==> src/rtl/dsr_pkg.sv <==
package dsr_pkg;

    // Walk controller phases
    typedef enum logic [1:0] {
        ST_IDLE  = 2'd0,
        ST_SCAN  = 2'd1,
        ST_DRAIN = 2'd2
    } seq_state_e;

    // What the run tracker does with the current cycle
    typedef enum logic [2:0] {
        ACT_NONE  = 3'd0,
        ACT_OPEN  = 3'd1,
        ACT_CLOSE = 3'd2,
        ACT_FLUSH = 3'd3,
        ACT_FULL  = 3'd4
    } run_act_e;

    function automatic logic act_emits(run_act_e a);
        return (a == ACT_CLOSE) || (a == ACT_FLUSH) || (a == ACT_FULL);
    endfunction

endpackage

==> src/rtl/dsr_sequencer.sv <==
module dsr_sequencer
    import dsr_pkg::*;
#(
    parameter int ROW_W = 12
) (
    input  logic             clk,
    input  logic             rst,
    input  logic             start_i,
    input  logic             full_i,
    input  logic             mode_ok_i,
    input  logic [ROW_W-1:0] height_i,
    input  logic             slot_free_i,
    input  logic             run_open_i,
    input  logic             out_valid_i,
    output logic [ROW_W-1:0] row_o,
    output logic [ROW_W-1:0] hgt_o,
    output logic             accept_o,
    output logic             step_o,
    output logic             full_go_o,
    output logic             flush_go_o,
    output logic             busy_o,
    output logic             done_o
);

    seq_state_e       state_q;
    logic [ROW_W-1:0] row_q;
    logic [ROW_W-1:0] hgt_q;
    logic             done_q;
    logic             bad_mode;
    logic             scan_go;
    logic             finish;
    logic             last_row;

    always_comb begin
        accept_o   = (state_q == ST_IDLE) && start_i;
        bad_mode   = !mode_ok_i || (height_i == '0);
        full_go_o  = accept_o && !bad_mode && full_i;
        scan_go    = accept_o && !bad_mode && !full_i;
        step_o     = (state_q == ST_SCAN) && slot_free_i;
        last_row   = (row_q == hgt_q - ROW_W'(1));
        flush_go_o = (state_q == ST_DRAIN) && run_open_i && slot_free_i;
        finish     = (state_q == ST_DRAIN) && !run_open_i && !out_valid_i;
    end

    always_ff @(posedge clk) begin
        if (rst) begin
            state_q <= ST_IDLE;
            row_q   <= '0;
            hgt_q   <= '0;
            done_q  <= 1'b0;
        end else begin
            done_q <= finish;
            unique case (state_q)
                ST_IDLE: begin
                    if (accept_o) begin
                        hgt_q   <= height_i;
                        row_q   <= '0;
                        state_q <= scan_go ? ST_SCAN : ST_DRAIN;
                    end
                end
                ST_SCAN: begin
                    if (step_o) begin
                        row_q <= row_q + ROW_W'(1);
                        if (last_row) begin
                            state_q <= ST_DRAIN;
                        end
                    end
                end
                ST_DRAIN: begin
                    if (finish) begin
                        state_q <= ST_IDLE;
                    end
                end
                default: state_q <= ST_IDLE;
            endcase
        end
    end

    assign row_o  = row_q;
    assign hgt_o  = hgt_q;
    assign busy_o = (state_q != ST_IDLE);
    assign done_o = done_q;

    // The walk holds its row while the output slot is occupied
    assert_row_hold_R7: assert property (@(posedge clk) disable iff (rst)
        (state_q == ST_SCAN && !slot_free_i) |=> $stable(row_q));

    // Only rows inside the frame are visited
    assert_row_in_frame_R2: assert property (@(posedge clk) disable iff (rst)
        (state_q == ST_SCAN) |-> (row_q < hgt_q));

    // Completion is a lone pulse, never alongside a pending rectangle
    assert_done_pulse_R8: assert property (@(posedge clk) disable iff (rst)
        done_q |=> !done_q);
    assert_done_after_out_R8: assert property (@(posedge clk) disable iff (rst)
        done_q |-> !out_valid_i);

    // A busy walk keeps its frame height whatever start_i does
    assert_busy_keeps_frame_R9: assert property (@(posedge clk) disable iff (rst)
        (state_q != ST_IDLE) |=> $stable(hgt_q));

endmodule

==> src/rtl/dsr_run_tracker.sv <==
module dsr_run_tracker
    import dsr_pkg::*;
#(
    parameter int ROW_W = 12
) (
    input  logic             clk,
    input  logic             rst,
    input  logic             step_i,
    input  logic             dirty_i,
    input  logic [ROW_W-1:0] row_i,
    input  logic [ROW_W-1:0] hgt_i,
    input  logic             full_go_i,
    input  logic [ROW_W-1:0] height_in_i,
    input  logic             flush_go_i,
    input  logic             slot_free_i,
    output logic             open_o,
    output logic             emit_o,
    output logic [ROW_W-1:0] emit_y_o,
    output logic [ROW_W-1:0] emit_h_o
);

    run_act_e         act;
    logic             open_q;
    logic [ROW_W-1:0] start_q;

    always_comb begin
        act = ACT_NONE;
        if (full_go_i) begin
            act = ACT_FULL;
        end else if (step_i) begin
            if (dirty_i && !open_q) begin
                act = ACT_OPEN;
            end else if (!dirty_i && open_q) begin
                act = ACT_CLOSE;
            end
        end else if (flush_go_i) begin
            act = ACT_FLUSH;
        end
    end

    always_comb begin
        emit_o   = act_emits(act);
        emit_y_o = start_q;
        emit_h_o = '0;
        unique case (act)
            ACT_CLOSE: emit_h_o = row_i - start_q;
            ACT_FLUSH: emit_h_o = hgt_i - start_q;
            ACT_FULL: begin
                emit_y_o = '0;
                emit_h_o = height_in_i;
            end
            default: emit_h_o = '0;
        endcase
    end

    always_ff @(posedge clk) begin
        if (rst) begin
            open_q  <= 1'b0;
            start_q <= '0;
        end else begin
            unique case (act)
                ACT_OPEN: begin
                    open_q  <= 1'b1;
                    start_q <= row_i;
                end
                ACT_CLOSE, ACT_FLUSH: open_q <= 1'b0;
                default: ;
            endcase
        end
    end

    assign open_o = open_q;

    // Runs are never empty
    assert_run_nonempty_R2: assert property (@(posedge clk) disable iff (rst)
        emit_o |-> (emit_h_o != '0));

    // A rectangle is only produced into a free output slot
    assert_emit_free_slot_R7: assert property (@(posedge clk) disable iff (rst)
        emit_o |-> slot_free_i);

endmodule

==> src/rtl/dsr_region_reg.sv <==
module dsr_region_reg #(
    parameter int ROW_W = 12
) (
    input  logic             clk,
    input  logic             rst,
    input  logic             load_i,
    input  logic [ROW_W-1:0] ld_y_i,
    input  logic [ROW_W-1:0] ld_h_i,
    input  logic             ready_i,
    output logic             valid_o,
    output logic [ROW_W-1:0] y_o,
    output logic [ROW_W-1:0] h_o
);

    logic             valid_q;
    logic [ROW_W-1:0] y_q;
    logic [ROW_W-1:0] h_q;

    always_ff @(posedge clk) begin
        if (rst) begin
            valid_q <= 1'b0;
            y_q     <= '0;
            h_q     <= '0;
        end else if (load_i) begin
            valid_q <= 1'b1;
            y_q     <= ld_y_i;
            h_q     <= ld_h_i;
        end else if (ready_i) begin
            valid_q <= 1'b0;
        end
    end

    assign valid_o = valid_q;
    assign y_o     = y_q;
    assign h_o     = h_q;

    // A stalled rectangle stays put until taken
    assert_hold_stalled_R7: assert property (@(posedge clk) disable iff (rst)
        (valid_q && !ready_i) |=> (valid_q && $stable(y_q) && $stable(h_q)));

endmodule

==> src/rtl/dirty_run_coalescer.sv <==
module dirty_run_coalescer #(
    parameter int ROW_W = 12,
    parameter int COL_W = 12
) (
    input  logic             clk,
    input  logic             rst,
    input  logic             start_i,
    input  logic             full_i,
    input  logic             mode_ok_i,
    input  logic [ROW_W-1:0] height_i,
    input  logic [COL_W-1:0] width_i,
    output logic [ROW_W-1:0] scan_row_o,
    input  logic             dirty_i,
    output logic             rgn_valid_o,
    input  logic             rgn_ready_i,
    output logic [COL_W-1:0] rgn_x_o,
    output logic [ROW_W-1:0] rgn_y_o,
    output logic [COL_W-1:0] rgn_w_o,
    output logic [ROW_W-1:0] rgn_h_o,
    output logic             busy_o,
    output logic             done_o
);

    localparam int SUM_W = ROW_W + 1;

    logic             slot_free;
    logic             run_open;
    logic             accept;
    logic             step;
    logic             full_go;
    logic             flush_go;
    logic [ROW_W-1:0] hgt;
    logic             emit;
    logic [ROW_W-1:0] emit_y;
    logic [ROW_W-1:0] emit_h;
    logic [COL_W-1:0] width_q;

    assign slot_free = !rgn_valid_o || rgn_ready_i;

    dsr_sequencer #(.ROW_W(ROW_W)) u_seq (
        .clk        (clk),
        .rst        (rst),
        .start_i    (start_i),
        .full_i     (full_i),
        .mode_ok_i  (mode_ok_i),
        .height_i   (height_i),
        .slot_free_i(slot_free),
        .run_open_i (run_open),
        .out_valid_i(rgn_valid_o),
        .row_o      (scan_row_o),
        .hgt_o      (hgt),
        .accept_o   (accept),
        .step_o     (step),
        .full_go_o  (full_go),
        .flush_go_o (flush_go),
        .busy_o     (busy_o),
        .done_o     (done_o)
    );

    dsr_run_tracker #(.ROW_W(ROW_W)) u_trk (
        .clk        (clk),
        .rst        (rst),
        .step_i     (step),
        .dirty_i    (dirty_i),
        .row_i      (scan_row_o),
        .hgt_i      (hgt),
        .full_go_i  (full_go),
        .height_in_i(height_i),
        .flush_go_i (flush_go),
        .slot_free_i(slot_free),
        .open_o     (run_open),
        .emit_o     (emit),
        .emit_y_o   (emit_y),
        .emit_h_o   (emit_h)
    );

    dsr_region_reg #(.ROW_W(ROW_W)) u_out (
        .clk    (clk),
        .rst    (rst),
        .load_i (emit),
        .ld_y_i (emit_y),
        .ld_h_i (emit_h),
        .ready_i(rgn_ready_i),
        .valid_o(rgn_valid_o),
        .y_o    (rgn_y_o),
        .h_o    (rgn_h_o)
    );

    always_ff @(posedge clk) begin
        if (rst) begin
            width_q <= '0;
        end else if (accept) begin
            width_q <= width_i;
        end
    end

    assign rgn_x_o = '0;
    assign rgn_w_o = width_q;

    // Every rectangle lies inside the frame that was latched at start
    assert_rect_in_frame_R3: assert property (@(posedge clk) disable iff (rst)
        rgn_valid_o |-> ((SUM_W'(rgn_y_o) + SUM_W'(rgn_h_o)) <= SUM_W'(hgt)));

    // Width cannot change under a pending rectangle
    assert_width_stable_R5: assert property (@(posedge clk) disable iff (rst)
        (rgn_valid_o && !rgn_ready_i) |=> $stable(rgn_w_o));

endmodule

==> config.mk <==
export PLATFORM = sky130hd
export DESIGN_NAME = dirty_run_coalescer
export DESIGN_NICKNAME = d
export VERILOG_FILES = /design/src/rtl/dsr_pkg.sv /design/src/rtl/dsr_sequencer.sv /design/src/rtl/dsr_run_tracker.sv /design/src/rtl/dsr_region_reg.sv /design/src/rtl/dirty_run_coalescer.sv
export SDC_FILE = /design/constraint.sdc
export NUM_CORES = 1
export LEC_CHECK = 0
export ABC_AREA = 1
export ABC_CLOCK_PERIOD_IN_PS = 8460
export BUFFER_PORTS_ARGS = -buffer_cell sky130_fd_sc_hd__clkbuf_2
export CORE_MARGIN = 2
export CORE_UTILIZATION = 27
export CTS_BUF_LIST = sky130_fd_sc_hd__clkbuf_4
export CTS_CLUSTER_SIZE = 12
export DETAILED_ROUTE_END_ITERATION = 7
export PLACE_DENSITY_LB_ADDON = 0.05
export SYNTH_ARGS = -nofsm -noshare
export SYNTH_HDL_FRONTEND = slang
export SYNTH_SLANG_ARGS = --single-unit
==> constraint.sdc <==
create_clock -name clk -period 8.46 [get_ports clk]
set_clock_uncertainty 0.15 [all_clocks]
set_input_delay 1.692 -clock clk [delete_from_list [all_inputs] [get_ports clk]]
set_output_delay 1.692 -clock clk [all_outputs]
set_load 0.02 [all_outputs]
* Word-level counts from Yosys, hierarchy flattened *
Index checks and enable logic that the tools add are counted.
W data, S select, Z words.

word-level totals
  register bits after elaboration = 77
  bits in latches = 0
  RAM bits = 0
  memory bits (read-only) = 0
  input port bits = 31
  output and inout port bits = 63
  logic and storage cells = 75
  memories = 0

cells by class
  add/subtract/negate cells = 4
  $mul = 0
  divide/modulo/power cells = 0
  magnitude comparators = 0
  eq/ne operators = 11
  shifts and indexed selects = 0
  multiplexer cells = 19
  bitwise gates (word level) = 0
  reduce and logical (&&, ||, !) cells = 31

operator list
  cell                     count
  $mux W12                 3
  $pmux W12 S3             1
  $pmux W12 S2             1
  $sub A12 B12 Y12         2
  $mux W2                  7
  $add A12 B1 Y12 const B  1
  $eq A12 B12 Y1           1
  $logic_not A12 Y1        1
  $sub A12 B1 Y12 const B  1
  $logic_and A1 B1 Y1      11
  $mux W3                  3
  $reduce_bool A2 Y1       4
  $eq A3 B2 Y1 const B     2
  $logic_not A1 Y1         6
  $pmux W2 S3              1
  $logic_or A1 B1 Y1       4
  $ne A2 B1 Y1 const B     2
  $ne A2 B2 Y1 const B     2
  $reduce_and A4 Y1        1
  $eq A3 B1 Y1 const B     1
  $eq A3 B3 Y1 const B     1
  $reduce_and A3 Y1        1
  $eq A2 B1 Y1 const B     1
  $eq A2 B2 Y1 const B     1
  5 further kinds          6

* Logic depth before layout (Yosys ltp) *
Gate-level depths: netlist (run 1).

  word-level depth = 10
  mapped depth = 18
  mapped depth without buffers = 17

* Modules after synthesis *
From an unflattened synthesis (run 1), not the netlist that was laid out.

unflattened totals
  cell total of the unflattened synthesis = 707
  area total of the unflattened synthesis = 4658.2 um2

by module, submodules not included
  module               instances  cells each  area each (um2)  seq. area each (um2)
  dsr_sequencer        1          251         1634.1           540.5
  dsr_run_tracker      1          257         1557.7           260.2
  dsr_region_reg       1          108         868.3            500.5
  dirty_run_coalescer  1          91          598.1            240.2

* Worst setup path after synthesis (run 1) *
OpenSTA, ideal clock, no wires.

  path kind = in2reg
  start = input port rgn_ready_i
  end = register u_out.h_q[8], in the netlist u_out.h_o[8]
  setup time = 110 ps
  arrival time = 3636 ps
  data required time = 8200 ps
  slack = 4564 ps
  stages on the path = 16
  path buffers = 2
  cells stage by stage = inv_1 nand2_1 nand3_2 buf_2 clkbuf_1 o21ai_0 ha_1 fa_1 inv_1 a21oi_1 o21ai_0 nand2_1 nand3_1 nand3_1 nand2_1 inv_1

on the way
  cells in the longest elaborated chain, start to end = 8
  elaborated cells on any way between the ends = 12
  those cells by class = eq/ne (3); mux (4); reduce/logical (5)

RTL lines
  item                                                  line                       text
  start, declared                                       dirty_run_coalescer.sv:15  input logic rgn_ready_i,
  $logic_or A1 B1 Y1 *                                  dirty_run_coalescer.sv:38  assign slot_free = !rgn_valid_o || rgn_ready_i;
  $logic_and A1 B1 Y1                                   dsr_sequencer.sv:41        flush_go_o = (state_q == ST_DRAIN) && run_open_i && slot_free_i;
  $mux W2                                               dsr_run_tracker.sv:36      end else if (flush_go_i) begin
  $mux W3 *                                             dsr_run_tracker.sv:30      end else if (step_i) begin
  $mux W3 *                                             dsr_run_tracker.sv:28      if (full_go_i) begin
  branches (longest 3 deep; another with $pmux W12 S3)  n/a
  end signal, assigned                                  dsr_region_reg.sv:27       h_q <= ld_h_i;
  end, declared                                         dsr_region_reg.sv:17       logic [ROW_W-1:0] h_q;

Mark *: on every way between the ends.
A chain may end at the register's enable or synchronous reset.

* Worst setup path in the final report (run 1) *
Same ends and word-level chain as after synthesis.

==> results.json, run 1 <==
{
  "status": "completed",
  "max_freq_mhz": 262,
  "crit_arrival_ns": 4.04,
  "gp_congestion": 0.837,
  "die_x_microns": 129,
  "grt_start_max_net_pins": 39,
  "synthFlopType": "dfxtp_1",
  "rr_startpoint": "u_out.valid_o",
  "drive_above_1_share_pct": 16.9,
  "yosys_warnings": 0,
  "grt-ovfl-total": 0,
  "p_leak_nw": 2.23,
  "hold_ws_ns": 0.321,
  "critPathTopFamily": "simple AND/OR/NAND/NOR gates",
  "drt-initial-drc-count": 156,
  "switching_power_uw": 249,
  "ys_seq_area_share_pct": 36.6,
  "min_period_over_period_pct": 45.2,
  "antenna_found_initial": 2,
  "syn_to_final_growth_pct": 14.8,
  "wire_per_inst_microns": 15.5,
  "cts_sinks": 77,
  "grt_usage_pct": 17.3,
  "rr_worst_depth": 14,
  "crit_path_frequent_cell": "nand2_1",
  "vias_per_cell": 4.57,
  "ys_seq_elements": 77,
  "die_y_microns": 129,
  "via_count": 4085,
  "required_ns": 8.68,
  "grt_first_pass_wirelength_microns": 21700,
  "tns_ns": 0,
  "hold_viol": 0,
  "path_class": "primary input to flip-flop",
  "tightest_slew_ns": 0.889,
  "grt_pass1_vias": 4030,
  "rsz0062_at_grt": "false",
  "firstDrtPassIters": 4,
  "path_cells": "clkbuf_2 -> inv_1 -> nand2_1 -> nand3_2 -> nand2_1 -> o21ai_0 -> ha_1 -> fa_1 -> inv_1 -> a21oi_1 -> o21ai_0 -> nand2_1 -> nand3_1 -> nand3_1 -> nand2_1 -> inv_1",
  "routed_wirelength_microns": 13900,
  "nNetsFinal": 743,
  "hpwl_microns": 10800,
  "swShare_pct": 33.7,
  "post_cts_buffers": 0,
  "slowest_stage": "fa_1",
  "power_frac_clock_pct": 28.0,
  "crit_path_start_kind": "primary input",
  "hold_path.startpoint": "u_out.y_o[5]",
  "io_buffers": 81,
  "ir_drop_mv": 0.0773,
  "initial_core_util_pct": 27.7,
  "power_frac_seq_pct": 53.1,
  "critical_path_buf_inv_count": 4,
  "postSynthAreaPerCell_sq_um": 6.73,
  "finalInstanceArea_sq_um": 4830,
  "ys_types": 37,
  "cts-buffers-inserted": 9,
  "setup_viol": 0,
  "postSynth.asyncResetShare_pct": 0,
  "io_pins": 94,
  "relSlewSlack_pct": 40.6,
  "syn_inst": 626,
  "cts_resized": 0,
  "whs_path_depth": 2,
  "r2r_setup_slack_ns": 5.60,
  "finalCriticalPeriod_ns": 3.82,
  "pwr-share-comb_pct": 19.0,
  "ant_nets": 0,
  "dieArea_sq_um": 16600,
  "cp-endpoint": "u_out.h_o[8]",
  "synth-edff-count": 0,
  "internal-power_uw": 490,
  "drv_slew": 0,
  "num_rows": 45,
  "placed_cell_area_sq_um": 4710,
  "cts_buffer_depth": 2,
  "cpPeakStageDelay_ns": 0.41,
  "floorplan.core_area_sq_um": 15200,
  "path_depth": 16,
  "drv_cap": 0,
  "hold_buffers": 0,
  "critical_path.startpoint": "rgn_ready_i",
  "cts_root_buffer": "clkbuf_4",
  "synth_area_sq_um": 4210,
  "cts_max_level": 3,
  "cts_tree": "done",
  "endpoint_kind": "flip-flop",
  "powerDensity_nw_per_um2": 153,
  "clk_latency_ns": 0.46,
  "path_max_fanout": 21,
  "r2r-end": "u_out.h_o[8]",
  "drc_errors": 0,
  "clk_pin_slew_ns": 0.12,
  "holdCritPathClass": "flip-flop to flip-flop"
}
## cells in the mapped netlist, types with 5 or more instances
cell type | count | area, sq um
a21oi_1 | 59 | 295
dfxtp_1 | 77 | 1540
nand2_2 | 5 | 31.3
nand4_1 | 5 | 31.3
inv_1 | 64 | 240
nand3_1 | 27 | 135
ha_1 | 13 | 163
a31oi_1 | 5 | 31.3
nor2_1 | 71 | 267
nand2_1 | 145 | 544
o21ai_0 | 64 | 320
clkbuf_1 | 13 | 48.8
xor2_1 | 9 | 78.8
nor3_1 | 7 | 35.0
buf_4 | 13 | 97.6
inv_2 | 6 | 22.5
nor4_1 | 6 | 37.5
## logic make-up after synthesis
kind of cell    share of synthesized area [%]
compound gates                           16.8
xor+xnor                                 2.70
fa+ha+maj                                4.34
buf+inv                                  10.9
flops                                    36.6
other cells                            0.0891
simple gates                             28.6
## through the flow
stage	instances	util, %	worst slack, ns	power [mW]
detailed placement	875	31.0	4.14	0.543
global route	893	31.8	4.33	0.791
finish	893	31.8	4.64	0.739
global placement	875	31.0	4.17	0.542
floorplan	637	-	4.56	0.500
CTS	891	31.8	4.66	0.757
## area by class of cell
cell class	instances	area (sq um)
Fill cell	1743	10400
Multi-Input combinational cell	456	2250
Sequential cell	77	1540
Timing Repair Buffer	82	413
Inverter	72	272
Tap cell	188	235
Clock buffer	11	82.6
Clock inverter	5	35.0
Antenna cell	2	5.00
## worst reg2reg max path: stages (launching register included)
cell and delay [ns]:
dfxtp_1 0.36, nand2_1 0.16, nand3_2 0.32, nand2_1 0.15, o21ai_0 0.15, ha_1 0.25, fa_1 0.41, inv_1 0.13
a21oi_1 0.13, o21ai_0 0.19, nand2_1 0.07, nand3_1 0.12, nand3_1 0.09, nand2_1 0.06, inv_1 0.04
## placed cells by master, fill, tap and decap left out, types with 2 or more instances in the layout
cell type	n
nand2_2	5
nand3b_1	4
o21ai_0	64
xor2_1	9
nor3_2	2
conb_1	12
ha_1	13
inv_1	64
nand3_2	4
diode_2	2
nor2_1	71
clkbuf_4	11
xnor2_1	4
clkinv_2	3
nand3_1	27
nor4_1	6
nor3_1	7
nand2_1	145
nand4_1	5
a31oi_1	5
dfxtp_1	77
clkbuf_2	81
inv_2	6
a21oi_1	59
o211ai_1	4
or2_2	2
## registers in the layout, summed over array words and instances, names as in the netlist
name,cells
rgn_w_o,12
u_out.h_o,12
u_out.y_o,12
u_seq.hgt_o,12
u_seq.row_o,12
u_trk.start_q,12
u_seq.state_q,2
u_out.valid_o,1
u_seq.done_o,1
u_trk.open_o,1
## per-layer routing
layer | GRT usage (%) | vias to the layer above | routed length (microns)
met1 | 22.3 | 1861 | 6600
li1 | - | 2157 | -
met3 | 3.53 | 10 | 354
met4 | 4.48 | 0 | 131
met5 | 0 | - | 0
met2 | 29.4 | 57 | 6790
## worst min-delay path by stage
stage                  endpoint  slack [ns]
2_1_floorplan  u_trk.start_q[0]        0.29
3_3_place_gp      u_out.y_o[11]        0.30
3_5_place_dp       u_out.y_o[2]        0.31
4_1_cts            u_out.y_o[2]        0.32
5_1_grt            u_out.y_o[2]        0.34
6_report           u_out.y_o[5]        0.32
## power by group through the flow
stage               combinational (mW)  sequential, mW  clock [mW]
finish                           0.140           0.392       0.207
floorplan                       0.0934           0.407           0
global route                     0.160           0.395       0.236
detailed placement               0.142           0.401           0
global placement                 0.142           0.400           0
CTS                              0.142           0.393       0.222
Power figures use the tool's default switching activity.
==> run 2: changes to the inputs <==
--- a/config.mk
+++ b/config.mk
@@ -6,7 +6,7 @@
 export NUM_CORES = 1
 export LEC_CHECK = 0
 export ABC_AREA = 1
-export ABC_CLOCK_PERIOD_IN_PS = 8460
+export ABC_CLOCK_PERIOD_IN_PS = 3600
 export BUFFER_PORTS_ARGS = -buffer_cell sky130_fd_sc_hd__clkbuf_2
 export CORE_MARGIN = 2
 export CORE_UTILIZATION = 27
==> constraint.sdc (replaced) <==
create_clock -name clk -period 3.6 [get_ports clk]
set_clock_uncertainty 0.15 [all_clocks]
set_input_delay 0.72 -clock clk [delete_from_list [all_inputs] [get_ports clk]]
set_output_delay 0.72 -clock clk [all_outputs]
set_load 0.02 [all_outputs]
==> results.json, run 2 (synthesis results as in run 1) <==
{
  "power_frac_seq_pct": 48.8,
  "required_ns": 3.83,
  "powerDensity_nw_per_um2": 384,
  "slowest_stage": "fa_1",
  "cts_tree": "done",
  "setup_viol": 0,
  "grt_busiest_layer": "met2",
  "cts_root_buffer": "clkbuf_4",
  "nNetsFinal": 749,
  "grt_pass1_vias": 4019,
  "firstDrtPassIters": 4,
  "hold_viol": 0,
  "status": "completed",
  "max_freq_mhz": 348,
  "grt_start_max_net_pins": 30,
  "antenna_found_initial": 1,
  "drv_cap": 0,
  "crit_arrival_ns": 3.10,
  "clk_pin_slew_ns": 0.15,
  "grt_use_met2_pct": 29.1,
  "holdCritPathClass": "flip-flop to flip-flop",
  "power_frac_clock_pct": 33.5,
  "tns_ns": 0,
  "post_cts_buffers": 0,
  "relSlewSlack_pct": 41.6,
  "fin_cells": 898,
  "use_met1_pct": 22.7,
  "layout_common_cells": "145 x nand2_1, 81 x clkbuf_2, 77 x dfxtp_1",
  "cts_resized": 0,
  "tightest_slew_ns": 0.875,
  "cts_sinks": 77,
  "critPathTopFamily": "simple AND/OR/NAND/NOR gates",
  "drive_above_1_share_pct": 17.5,
  "die_x_microns": 129,
  "finalCriticalPeriod_ns": 2.87,
  "ant_nets": 0,
  "endpoint_kind": "flip-flop",
  "floorplan.core_area_sq_um": 15200,
  "num_rows": 45,
  "path_class": "flip-flop to flip-flop",
  "grt_usage_pct": 17.5,
  "io_pins": 94,
  "swShare_pct": 32.1,
  "drc_errors": 0,
  "pwr-share-comb_pct": 17.7,
  "grtUsageMet3_pct": 2.91,
  "drt-initial-drc-count": 260,
  "die_y_microns": 129,
  "grt_first_pass_wirelength_microns": 22000,
  "min_period_over_period_pct": 79.8,
  "clk_latency_ns": 0.47,
  "initial_core_util_pct": 27.7,
  "fillers": 1715,
  "layout_commonest_cell": "nand2_1",
  "cts_max_level": 3,
  "dieArea_sq_um": 16600,
  "ir_drop_mv": 0.169,
  "crit_path_start_kind": "flip-flop",
  "critical_path_buf_inv_count": 3,
  "drv_slew": 0,
  "wire_per_inst_microns": 15.5,
  "power_mw": 1.89,
  "routed_wirelength_microns": 14000,
  "syn_to_final_growth_pct": 16.9,
  "via_count": 4153,
  "p_leak_nw": 2.28,
  "io_buffers": 81,
  "gp_congestion": 0.855,
  "dpl.cell_count": 881,
  "hpwl_microns": 11000,
  "grt-ovfl-total": 0,
  "rsz0062_at_grt": "false",
  "switching_power_uw": 607,
  "vias_per_cell": 4.62,
  "cts-buffers-inserted": 9,
  "internal-power_mw": 1.28,
  "path_max_fanout": 21,
  "cts_buffer_depth": 2,
  "cpPeakStageDelay_ns": 0.45,
  "path_cells": "nand2_1 -> nand3_2 -> o21ai_0 -> inv_1 -> fa_1 -> inv_1 -> a21oi_1 -> o21ai_0 -> nand2_1 -> nand3_1 -> nand3_1 -> nand2_1 -> inv_1",
  "hold_buffers": 0
}
[run 2: cell count changes in the layout (fill, tap and decap cells not counted), moves of 2 or more]
cell | before | now
buf_4 | 1 | 7
bufinv_16 | 0 | 2
clkbuf_4 | 11 | 9
inv_6 | 1 | 3
[run 2: worst paths after layout]
path | startpoint | end | slack [ns] | depth (start not counted)
setup / recovery | u_out.valid_o | u_out.h_o[8] | 0.73 | 13
hold / removal | u_out.y_o[11] | u_out.y_o[11] | 0.32 | 2
setup reg to reg | u_out.valid_o | u_out.h_o[8] | 0.73 | 13
hold reg to reg | u_out.y_o[11] | u_out.y_o[11] | 0.32 | 2
[run 2: through the flow]
step                      hold WS [ns]  area (sq um)  setup WS (ns)  utilization, %
after floorplan                  0.291          4250          0.676               -
after global placement           0.300          4760          0.272            31.3
after detailed placement         0.304          4760          0.248            31.3
after CTS                        0.319          4920          0.721            32.4
after global routing             0.320          4920          0.421            32.4
final                            0.321          4920          0.727            32.4
[run 2: tightest hold or removal path, delay by kind of cell (launching register included)]
| family | cells | cell delay [ns] |
|---|---|---|
| flip-flops | 1 | 0.34 |
| AO/OA/AOI/OAI | 1 | 0.05 |
| AND/OR/NAND/NOR | 1 | 0.06 |
[run 2: power by group through the flow]
| stage | clock network [mW] | registers [mW] | logic, mW |
|---|---|---|---|
| 4_1_cts | 0.664 | 0.922 | 0.340 |
| 5_1_grt | 0.699 | 0.928 | 0.382 |
| 6_report | 0.632 | 0.922 | 0.335 |
| 3_3_place_gp | 0 | 0.940 | 0.338 |
| 3_5_place_dp | 0 | 0.941 | 0.338 |
| 2_1_floorplan | 0 | 0.957 | 0.219 |
[run 2: final cells by class]
| type | instances | area [sq um] | share of cell area, % |
|---|---|---|---|
| multi-input cells | 456 | 2250 | 45.7 |
| well taps | 188 | 235 | 4.78 |
| diodes | 1 | 2.50 | 0.0508 |
| repair buffers | 88 | 458 | 9.30 |
| inverters | 72 | 272 | 5.52 |
| clock buffers | 9 | 67.6 | 1.37 |
| clock inverters | 7 | 95.1 | 1.93 |
| flip-flops and latches | 77 | 1540 | 31.3 |
[run 2: layer usage]
layer  wire length (microns)  part of all wire, %
met1                    6610                   47
met4                     298                  2.1
met5                       0                    0
met2                    6670                   48
met3                     372                  2.7
==> run 3: changes to the inputs <==
--- a/config.mk
+++ b/config.mk
@@ -6,7 +6,7 @@
 export NUM_CORES = 1
 export LEC_CHECK = 0
 export ABC_AREA = 1
-export ABC_CLOCK_PERIOD_IN_PS = 3600
+export ABC_CLOCK_PERIOD_IN_PS = 2840
 export BUFFER_PORTS_ARGS = -buffer_cell sky130_fd_sc_hd__clkbuf_2
 export CORE_MARGIN = 2
 export CORE_UTILIZATION = 27
==> constraint.sdc (replaced) <==
create_clock -name clk -period 2.84 [get_ports clk]
set_clock_uncertainty 0.15 [all_clocks]
set_input_delay 0.568 -clock clk [delete_from_list [all_inputs] [get_ports clk]]
set_output_delay 0.568 -clock clk [all_outputs]
set_load 0.02 [all_outputs]
==> results.json, run 3 (synthesis results as in run 1) <==
{
  "cts_root_buffer": "clkbuf_4",
  "crit_arrival_ns": 2.90,
  "grt_use_met2_pct": 31.5,
  "grt_usage_pct": 18.3,
  "grt_first_pass_wirelength_microns": 22800,
  "grt_pass1_vias": 4066,
  "drc_errors": 0,
  "cts_buffer_depth": 2,
  "tightest_slew_ns": 0.729,
  "path_cells": "inv_2 -> nand2_2 -> inv_2 -> nand3_4 -> buf_12 -> nand2_1 -> o21ai_0 -> ha_1 -> nand2_1 -> nor3_1 -> buf_4 -> nand3_1 -> nand4_1 -> o21ai_0 -> a21oi_1 -> nor2_1 -> nor2_1",
  "finalCriticalPeriod_ns": 2.64,
  "setup_viol": 0,
  "cpPeakStageDelay_ns": 0.36,
  "max_freq_mhz": 379,
  "ant_nets": 0,
  "required_ns": 3.10,
  "clk_pin_slew_ns": 0.14,
  "layout_commonest_cell": "nand2_1",
  "initial_core_util_pct": 27.7,
  "post_cts_buffers": 0,
  "io_pins": 94,
  "drv_slew": 0,
  "path_class": "flip-flop to flip-flop",
  "drt-initial-drc-count": 207,
  "drive_above_1_share_pct": 21.7,
  "power_mw": 2.34,
  "hold_viol": 0,
  "cts_max_level": 3,
  "drv_cap": 0,
  "grtUsageMet3_pct": 2.83,
  "die_x_microns": 129,
  "hpwl_microns": 12100,
  "fillers": 1727,
  "firstDrtPassIters": 4,
  "cts_sinks": 77,
  "clk_latency_ns": 0.47,
  "gp_congestion": 0.835,
  "p_leak_nw": 2.42,
  "relSlewSlack_pct": 51.3,
  "tns_ns": 0,
  "vias_per_cell": 4.65,
  "syn_to_final_growth_pct": 22.9,
  "grt-ovfl-total": 0,
  "min_period_over_period_pct": 92.8,
  "die_y_microns": 129,
  "ir_drop_mv": 0.247,
  "dieArea_sq_um": 16600,
  "grt_busiest_layer": "met2",
  "hold_ws_ns": 0.188,
  "floorplan.core_area_sq_um": 15200,
  "holdCritPathClass": "primary input to flip-flop",
  "num_rows": 45,
  "via_count": 4326,
  "rsz0062_at_grt": "false",
  "crit_path_start_kind": "flip-flop",
  "use_met1_pct": 23.7,
  "wire_per_inst_microns": 16.0,
  "fin_util_pct": 34.0,
  "nNetsFinal": 781,
  "routed_wirelength_microns": 14900,
  "endpoint_kind": "flip-flop",
  "grt_start_max_net_pins": 24,
  "antenna_found_initial": 1,
  "io_buffers": 81,
  "path_max_fanout": 17,
  "status": "completed",
  "cts-buffers-inserted": 9,
  "powerDensity_nw_per_um2": 452,
  "cts_tree": "done",
  "slowest_stage": "dfxtp_2",
  "hold_buffers": 0,
  "cts_resized": 0,
  "layout_common_cells": "145 x nand2_1, 81 x clkbuf_2, 76 x dfxtp_1"
}
## run 3: layout make-up
type | count | area (sq um) | area share [%]
Antenna cell | 1 | 2.50 | 0.0483
Tap cell | 188 | 235 | 4.54
Sequential cell | 77 | 1540 | 29.8
Clock buffer | 11 | 82.6 | 1.60
Multi-Input combinational cell | 456 | 2270 | 43.8
Inverter | 72 | 272 | 5.25
Clock inverter | 5 | 61.3 | 1.18
Timing Repair Buffer | 120 | 711 | 13.7
## run 3: per-stage QoR
stage	instances	setup WS [ns]	cell area [sq um]
2_1_floorplan	637	0.0680	4250
3_3_place_gp	913	-0.155	5010
3_5_place_dp	913	-0.135	5010
4_1_cts	929	0.0831	5150
5_1_grt	930	0.0203	5180
6_report	930	0.205	5180
## run 3: per-layer routing
layer / vias up / routed length, microns
met5: - / 0
met3: 8 / 390
met2: 74 / 7260
met4: 0 / 151
met1: 2014 / 7050
li1: 2230 / -
## run 3: worst max-delay path, delay by kind of cell (launching register included)
family	cells	cell delay, ns
and+or+nand+nor	9	0.88
buffers and inverters	4	0.48
DFF	1	0.36
adders and majority gates	1	0.36
AOI/OAI and AO/OA	3	0.33
## run 3: power by group
group | switching (mW) | internal [mW] | total [mW]
clock | 0.444 | 0.289 | 0.733
combinational | 0.294 | 0.144 | 0.438
sequential | 0.0400 | 1.13 | 1.17
total | 0.778 | 1.56 | 2.34
## run 3: worst paths after layout
path | start | end | depth (start not counted) | slack, ns
max | u_seq.state_q[0] | u_out.h_o[10] | 17 | 0.20
min | width_i[0] | rgn_w_o[0] | 3 | 0.19
max reg2reg | u_seq.state_q[0] | u_out.h_o[10] | 17 | 0.20
min reg2reg | u_out.y_o[11] | u_out.y_o[11] | 2 | 0.32
